File: src/rtl/rem10_pkg.sv
package rem10_pkg;
  typedef enum logic [1:0] {
    ST_IDLE = 2'd0,
    ST_RUN  = 2'd1,
    ST_DONE = 2'd2
  } rem10_state_t;

  localparam int unsigned DIVISOR = 10;
endpackage

File: src/rtl/rem10_dp.sv
module rem10_dp #(
  parameter int W = 16
) (
  input  logic         clk,
  input  logic         load,
  input  logic         step,
  input  logic [W-1:0] operand,
  output logic         carry,
  output logic [W-1:0] r_cur,
  output logic [W-1:0] r_next
);
  import rem10_pkg::*;

  localparam int STEPS = W - 3;

  // negative divisor, aligned so that the first trial subtracts DIVISOR << (STEPS-1)
  function automatic logic [W-1:0] seed_value();
    logic [W-1:0] neg;
    neg = ~W'(DIVISOR) + W'(1);
    return neg << (STEPS - 1);
  endfunction

  // trial sum with carry kept in the top bit
  function automatic logic [W:0] trial_sum(input logic [W-1:0] a, input logic [W-1:0] b);
    return {1'b0, a} + {1'b0, b};
  endfunction

  localparam logic [W-1:0] SEED = seed_value();

  logic [W-1:0] r_q;
  logic [W-1:0] s_q;
  logic [W:0]   sum_w;

  assign sum_w  = trial_sum(r_q, s_q);
  assign carry  = sum_w[W];
  assign r_cur  = r_q;
  assign r_next = carry ? sum_w[W-1:0] : r_q;

  always_ff @(posedge clk) begin
    if (load) begin
      r_q <= operand;
      s_q <= SEED;
    end else if (step) begin
      r_q <= r_next;
      s_q <= {1'b1, s_q[W-1:1]};
    end
  end
endmodule

File: src/rtl/rem10_ctrl.sv
module rem10_ctrl #(
  parameter int STEPS = 13
) (
  input  logic clk,
  input  logic rst,
  input  logic start,
  output logic load,
  output logic step,
  output logic capture,
  output logic done,
  output logic busy
);
  import rem10_pkg::*;

  localparam int CW = (STEPS > 1) ? $clog2(STEPS) : 1;

  rem10_state_t state_q;
  logic [CW-1:0] cnt_q;
  logic          last_w;

  assign last_w  = (state_q == ST_RUN) && (cnt_q == CW'(STEPS - 1));
  assign load    = (state_q == ST_IDLE) && start;
  assign step    = (state_q == ST_RUN);
  assign capture = last_w;
  assign done    = (state_q == ST_DONE);
  assign busy    = (state_q != ST_IDLE);

  always_ff @(posedge clk) begin
    if (rst) begin
      state_q <= ST_IDLE;
      cnt_q   <= '0;
    end else begin
      unique case (state_q)
        ST_IDLE: begin
          cnt_q <= '0;
          if (start) state_q <= ST_RUN;
        end
        ST_RUN: begin
          cnt_q <= cnt_q + CW'(1);
          if (last_w) state_q <= ST_DONE;
        end
        ST_DONE: state_q <= ST_IDLE;
        default: state_q <= ST_IDLE;
      endcase
    end
  end
endmodule

File: src/rtl/rem10_out.sv
module rem10_out #(
  parameter int W  = 16,
  parameter int OW = 4
) (
  input  logic          clk,
  input  logic          rst,
  input  logic          capture,
  input  logic [W-1:0]  r_final,
  output logic [OW-1:0] value
);
  always_ff @(posedge clk) begin
    if (rst) value <= '0;
    else if (capture) value <= r_final[OW-1:0];
  end
endmodule

File: src/rtl/rem10_unit.sv
module rem10_unit #(
  parameter int W  = 16,
  parameter int OW = 4
) (
  input  logic          clk,
  input  logic          rst,
  input  logic          op_valid,
  input  logic [W-1:0]  op_value,
  output logic          rem_valid,
  output logic [OW-1:0] rem_value
);
  localparam int STEPS = W - 3;

  // named internal events, observed by the bound checker
  logic         load_w;
  logic         step_w;
  logic         capture_w;
  logic         busy_w;
  logic         carry_w;
  logic [W-1:0] r_w;
  logic [W-1:0] r_next_w;

  rem10_ctrl #(.STEPS(STEPS)) u_ctrl (
    .clk(clk), .rst(rst), .start(op_valid),
    .load(load_w), .step(step_w), .capture(capture_w),
    .done(rem_valid), .busy(busy_w)
  );

  rem10_dp #(.W(W)) u_dp (
    .clk(clk), .load(load_w), .step(step_w), .operand(op_value),
    .carry(carry_w), .r_cur(r_w), .r_next(r_next_w)
  );

  rem10_out #(.W(W), .OW(OW)) u_out (
    .clk(clk), .rst(rst), .capture(capture_w),
    .r_final(r_next_w), .value(rem_value)
  );
endmodule

File: config.mk
export PLATFORM = sky130hd
export DESIGN_NAME = rem10_unit
export DESIGN_NICKNAME = d
export VERILOG_FILES = /design/src/rtl/rem10_pkg.sv /design/src/rtl/rem10_dp.sv /design/src/rtl/rem10_ctrl.sv /design/src/rtl/rem10_out.sv /design/src/rtl/rem10_unit.sv
export SDC_FILE = /design/constraint.sdc
export NUM_CORES = 1
export LEC_CHECK = 0
export ABC_AREA = 1
export BUFFER_PORTS_ARGS = -buffer_cell sky130_fd_sc_hd__buf_2
export CAP_MARGIN = 40
export CELL_PAD_IN_SITES_DETAIL_PLACEMENT = 1
export CELL_PAD_IN_SITES_GLOBAL_PLACEMENT = 2
export CORE_UTILIZATION = 25
export CTS_BUF_LIST = sky130_fd_sc_hd__clkbuf_8
export DETAILED_ROUTE_END_ITERATION = 8
export PLACE_DENSITY = 0.69
export SLEW_MARGIN = 20
export SYNTH_ARGS = -nofsm -noshare
export SYNTH_HDL_FRONTEND = slang
export SYNTH_SLANG_ARGS = --single-unit
export TNS_END_PERCENT = 10
File: constraint.sdc
create_clock -name clk -period 2.1 [get_ports clk]
set_clock_uncertainty 0.15 [all_clocks]
set_input_delay 0.21 -clock clk [delete_from_list [all_inputs] [get_ports clk]]
set_output_delay 0.21 -clock clk [all_outputs]
set_load 0.005 [all_outputs]
==> results of run 1 <==
[how the worst min path moves through the flow]
stage | startpoint | end | slack, ns | cells after the start
floorplan | op_value[0] | u_dp.r_cur[0]$_DFFE_PP_ | 0.25 | 2
global placement | op_value[13] | u_dp.r_cur[13]$_DFFE_PP_ | 0.33 | 3
detailed placement | op_value[15] | u_dp.r_cur[15]$_DFFE_PP_ | 0.34 | 3
CTS | op_value[3] | u_dp.r_cur[3]$_DFFE_PP_ | 0.03 | 3
global route | op_value[11] | u_dp.r_cur[11]$_DFFE_PP_ | 0.04 | 3
finish | op_value[15] | u_dp.r_cur[15]$_DFFE_PP_ | 0.04 | 3
[power groups by stage]
stage	clock [uW]	sequential, uW	combinational [uW]
finish	678	1100	1560
global placement	0	1090	1340
floorplan	0	1070	909
CTS	700	1080	1450
detailed placement	0	1100	1350
global route	727	1120	1760
[flip-flops by register name (all words and copies together) (netlist names)]
name	count
u_out.value	4
u_dp.s_q	16
u_dp.r_cur	16
u_ctrl.state_q	2
u_ctrl.cnt_q	4
[cells by family after synthesis]
kind of cell | share of synthesized area [%]
and+or+nand+nor | 37.2
buffers and inverters | 7.91
DFF | 36.8
AOI/OAI and AO/OA | 6.81
adders and majority gates | 9.01
xor gates and xnor gates | 2.25
[metal layers]
| layer | global-route usage, % | vias up |
|---|---|---|
| li1 | - | 1328 |
| met1 | 19.4 | 1195 |
| met2 | 26.2 | 18 |
| met3 | 2.27 | 2 |
| met4 | 2.68 | 0 |
| met5 | 0 | - |
[per-stage QoR]
step           hold slack (ns)  area [um^2]  setup WS, ns  cells  TNS (ns)
6_report                0.0390         3530       -0.0351    576    -0.177
5_1_grt                 0.0383         3530        -0.139    576     -2.03
4_1_cts                 0.0293         3370       -0.0606    573    -0.405
3_5_place_dp             0.337         3160        -0.164    561     -3.47
3_3_place_gp             0.331         3160        -0.103    561     -1.80
2_1_floorplan            0.246         2730       0.00264    386         0
[final cells by class]
cell class	instances	area [um^2]	area share (%)
Clock buffer	6	82.6	2.34
Clock inverter	2	33.8	0.956
Inverter	48	188	5.31
Multi-Input combinational cell	290	1720	48.8
Sequential cell	42	1000	28.3
Tap cell	136	170	4.82
Timing Repair Buffer	52	333	9.42
[critical path, stage by stage, from the launching register on]
cell and delay (ns):
edfxtp_1 0.42, buf_4 0.17, fa_2 0.39, nand2_1 0.08, nand2_2 0.07, nand3_2 0.08
nand2_4 0.07, nand2_4 0.09, nand2_8 0.09, nand2_8 0.13, inv_8 0.05, nand3_2 0.05
nand2_1 0.05
[synthesized netlist by cell type (2+ instances only)]
cell type and count:
xnor2_1 4, nor2_1 47, nand3_2 5, nand4_1 3
xor2_1 3, clkbuf_1 4, dfxtp_1 26, o21ai_1 11
inv_2 3, buf_2 3, nor3_1 3, a21oi_1 10
nand2_2 5, nand3_1 24, ha_1 18, edfxtp_1 16
o21ai_0 10, inv_1 43, and2_1 2, nand2_1 127
nand3b_1 4, nand2_4 3
[timing repair]
| item | in CTS | in global routing |
|---|---|---|
| pin swaps | 9 | 10 |
| hold buffers | 0 | 0 |
| buffers inserted | 3 | 3 |
| gates cloned | 1 | 0 |
| setup endpoints to repair | 32 | 32 |
| gates resized for setup | 13 | 21 |
==> impl_results.md, run 1 <==
* CTS tree: done
* Critical path endpoint category: flop
* Final-layout fill cell count at around 1300
* Dpl hpwl at 6280 um
* Number of antenna violations at the first check in global routing at 0
* TritonCTS sink count at 42
* Logic pwr share at between 40% and 50%
* Post-route minimum period at 2.14 ns
* Die area at 11300 um^2
* Max_cap viols at 0
* Largest net degree at the start of global routing at 20
* Peak Freq at 468 MHz
* Crit path to: u_dp.r_cur[11]$_DFFE_PP_
* Pwr Total at 3340 uW
* Relative slew margins at 57.1%
* DRT Pass-1 Iters at 4
* CP arrival at 2.03 ns
* Die H at 106 um
* Clock Latency Late Sink at 0.30 ns
* IO Count at 24
* Final setup viols at 6
* Drt wl/cell at between 10 and 15 um
* Part of the power in the clock network at 20.3%
* Die W at 106 um
* Top layer used by detailed routing: met4
* Largest cells by area after synthesis: dfxtp_1 (19%), edfxtp_1 (18%), nand2_1 (18%)
* Max-slew violation count at 0
* Post-DR vias/cell at roughly 4.4
* Layout cells sized above 1 at 24.5%
* Clk buf depth at 2
* Worst Setup SP: u_dp.r_cur[1]$_DFFE_PP_
* Cells after synthesis at 386
* WL met3 at 153 um
* Post-synth top area cell: dfxtp_1
* Pwr per Cell Area at 947 nW/um^2
* Hold WC Path Type: in2reg
* Worst ir drop on vdd at 0.385 mV
* Reg2reg start: u_dp.r_cur[1]$_DFFE_PP_
* Syn nets at 424
* Most frequent cells in the layout: nand2_1 (118), nor2_1 (45), inv_1 (44)
* Hold Vio Cnt, Final at 0
* Post-synthesis cell area at between 2000 and 3000 um^2
* Post-synth ARST share at 0%
* WL met1 at 3870 um
* Cell variety after synth at 34
* Via Count at 2543
* Port Buffers at 23
* Number of global-route vias before repair at 2617
* FF-to-FF path depth at 12
* Rows at 37
* Status: finished, violations left
* Drt initial violations at 94
* Final Util at 33.9%
* Internal reg-to-reg setup slack at -0.04 ns
* RR Endpoint: u_dp.r_cur[11]$_DFFE_PP_
* Post-synth EDFFs at 16
* Yosys top cell area share at 19.1%
* RSZ-0062 raised after global routing: yes
* CP max FO at 8
* Number of buffers created by CTS at 5
* DRC Markers at 0
* # nets final at 477
* Clock tree root driver cell: clkbuf_8
* Net Sw Frac at 38.6%
* Period utilization at 102%
* Met2 routed WL at 3950 um
* Crit Path Class: reg2reg
* Synth warnings at 0
* Clock transition at the registers of the reported paths at 0.08 ns
* Top_reg_cell synth: dfxtp_1
* Initial Utilization at 26.1%
* Net Sw Power at 1290 uW
* Total congestion overflow at 0
* Leakage at 0.00173 uW
* Antenna Cells at 0
* Htree depth at 2
* Measured slew at the worst slew-check pin at ~0.64 ns
* Core box area at 10400 um^2
* Sequential share of the synthesized area at 36.8%
* Most common cell after layout, fill and taps aside: nand2_1
* Worst setup SP type: flop
* Internal Power at 2050 uW
* GRT Util Overall at between 10% and 20%
* Post-layout worst setup margin at -0.0351 ns
* First-pass GRT wire length at 13200 um
* GP Congestion at 0.851
* DRT antenna net count at 0
* Seq pwr share at 33.0%
* Routed wire length at between 8000 and 9000 um
* Post-synthesis register bit count at 42
* Area Growth Syn to Fin at 29.8%
* Avg Cell Area, Syn at 7.05 um^2
* Failing checks: setup timing
* WP data required at 2.00 ns
Power figures use the tool's default switching activity.
==> inputs of run 2 (changes only) <==
CTS_BUF_LIST = sky130_fd_sc_hd__clkbuf_8 sky130_fd_sc_hd__clkbuf_16   (was sky130_fd_sc_hd__clkbuf_8)
PLACE_DENSITY = 0.67   (was 0.69)
SLEW_MARGIN = 10   (was 20)
clock period = 2.5 ns   (was 2.1 ns; I/O delays follow)
==> run 2 against run 1 <==
Against the previous run: the flow now finishes without violations; global-route usage fell by 0.53 points; register-to-register slack better by 0.19 ns; clock power shrank 21%; fmax is 9.0% lower; setup slack improved by 0.19 ns; utilization down 4.0 points; first-iteration DRC count decreased by 24%; hold slack gained 0.020 ns; combinational power decreased by 36%; power decreased by 27%; count of clock-buffer cells in the layout is the same; critical path type unchanged; largest cell class unchanged; largest power group unchanged.
==> impl_results.md, run 2 (synthesis results as in run 1) <==
* Status: completed
* Crit path cell chain: ha_2 -> fa_1 -> nand2_1 -> nand2_1 -> nand3_1 -> nand2_2 -> nand2_4 -> nand2_4 -> nand2_1 -> nand2_1 -> buf_4
* Port Buffers at 23
* Most common cell after layout, fill and taps aside: nand2_1
* Number of global-route vias before repair at 2470
* Clock tree root driver cell: clkbuf_8
* Max-slew violation count at 0
* Leakage at 0.00157 uW
* Worst setup SP type: flop
* Initial Utilization at 26.1%
* RR Endpoint: u_dp.r_cur[12]$_DFFE_PP_
* Reg2reg start: u_dp.r_cur[0]$_DFFE_PP_
* Post-route minimum period at 2.35 ns
* Hold path start: op_value[15]
* First-pass GRT wire length at 12400 um
* Rows at 37
* Number of antenna violations at the first check in global routing at 0
* Pwr per Cell Area at 780 nW/um^2
* Post-CTS Setup Inserts at 0
* Measured slew at the worst slew-check pin at 0.609 ns
* Area Growth Syn to Fin at 14.5%
* Die H at between 100 and 150 um
* Max_cap viols at 0
* WP buf/inv at 1
* CTS tree: done
* Final setup viols at 0
* Hold WC Path Type: in2reg
* Htree depth at 2
* Die W at 106 um
* Slowest-stage cell, CP: edfxtp_1
* Peak Freq at ~430 MHz
* Hold endpoint: u_dp.r_cur[15]$_DFFE_PP_
* Worst ir drop on vdd at 0.231 mV
* Setup TNS Final at 0 ns
* Hold Vio Cnt, Final at 0
* Die area at about 11000 um^2
* WP data required at 2.41 ns
* GRT Util Overall at 14.4%
* Clock transition at the registers of the reported paths at 0.09 ns
* Relative slew margins at 59.4%
* CP arrival at roughly 2.3 ns
* Drt initial violations at 71
* DRT Pass-1 Iters at 4
* CP max stage delay at 0.42 ns
* Largest net degree at the start of global routing at 25
* Drt wl/cell at about 14 um
* Total congestion overflow at 0
* Post-DP Area at ~3000 um^2
* # nets final at 451
* TritonCTS sink count at 42
* Internal reg-to-reg setup slack at between 0.15 and 0.2 ns
* Antenna Cells at 0
* GP Congestion at 0.802
* Post-layout worst setup margin at 0.154 ns
* CP dominant cell by count: nand2_1
* Critical path endpoint category: flop
* IO Count at 24
* Layout cells sized above 1 at 13.8%
* Via Count at 2418
* Dpl hpwl at 6060 um
* DRC Markers at 0
* CP top delay family: simple AND/OR/NAND/NOR gates
* Routed wire length at 7460 um
* Place WS at 0.121 ns
* RSZ-0062 raised after global routing: no
* DRT antenna net count at 0
* Period utilization at 93.8%
* Fin area at 3120 um^2
* Core box area at 10400 um^2
* FF-to-FF path depth at 11
* Placed Instances at between 500 and 600
* Hold Path Stages at 3
* Most frequent cells in the layout: nand2_1 (127), nor2_1 (47), inv_1 (43)
* Clk buf depth at 2
* Layout Cells excl Fill at 550
* Number of buffers created by CTS at 5
* Post-DR vias/cell at 4.40
* Crit Path Class: reg2reg
* CP max FO at 12
* Clock Latency Late Sink at 0.31 ns
* Final Util at roughly 30%
run 2: cell count changes in the layout (fill, tap and decap cells not counted), moves of 3 or more:
| cell | previous run | this run |
|---|---|---|
| ha_4 | 8 | 0 |
| buf_4 | 29 | 4 |
| ha_1 | 8 | 17 |
| nand3_1 | 21 | 24 |
| nand2_2 | 10 | 5 |
| nand3_2 | 8 | 5 |
| nand2_1 | 118 | 127 |
| nand2_8 | 3 | 0 |
run 2: tightest hold or removal path: stages:
cell and delay [ns]:
buf_2 0.07, nand2_1 0.04, nand2_1 0.05
run 2: report_power, final:
part	leakage (uW)	switching [uW]	internal [uW]
logic	0.00114	643	349
registers	0.000374	65.3	839
clock network	0.0000567	276	260
run 2: area by class of cell:
class | count | area (um^2)
clock inverters | 2 | 13.8
well taps | 136 | 170
flip-flops and latches | 42 | 1000
inverters | 48 | 185
fillers | 1314 | 7300
repair buffers | 27 | 145
multi-input cells | 289 | 1510
clock buffers | 6 | 93.8
run 2: timing repair:
action	in CTS	in global routing
hold buffers	0	0
endpoints found under the setup margin	0	15
resized for setup	0	1
run 2: metal layers:
| metal | share of wire (%) | routed length [um] | vias to the layer above | global-route usage, % |
|---|---|---|---|---|
| met1 | 51 | 3770 | 1097 | 19.3 |
| met3 | 2.6 | 194 | 9 | 2.76 |
| met2 | 46 | 3400 | 30 | 23.5 |
| met4 | 1.2 | 89 | 0 | 3.67 |
| met5 | 0 | 0 | - | 0 |
| li1 | - | - | 1282 | - |
run 2: stage by stage:
| stage | total power (uW) | hold WS [ns] |
|---|---|---|
| global placement | 1920 | 0.343 |
| CTS | 2480 | 0.0593 |
| floorplan | 1660 | 0.286 |
| finish | 2430 | 0.0588 |
| detailed placement | 1930 | 0.342 |
| global route | 2640 | 0.0709 |
run 2: worst max path at each step:
stage	depth (start not counted)	endpoint	slack, ns	from
after floorplan	10	u_dp.r_cur[10]$_DFFE_PP_	0.25	u_dp.r_cur[0]$_DFFE_PP_
after global placement	11	u_dp.r_cur[10]$_DFFE_PP_	0.19	u_dp.r_cur[0]$_DFFE_PP_
after detailed placement	11	u_dp.r_cur[10]$_DFFE_PP_	0.12	u_dp.r_cur[0]$_DFFE_PP_
after CTS	11	u_dp.r_cur[12]$_DFFE_PP_	0.1	u_dp.r_cur[0]$_DFFE_PP_
after global routing	11	u_dp.r_cur[12]$_DFFE_PP_	0.02	u_dp.r_cur[0]$_DFFE_PP_
final	11	u_dp.r_cur[12]$_DFFE_PP_	0.15	u_dp.r_cur[0]$_DFFE_PP_
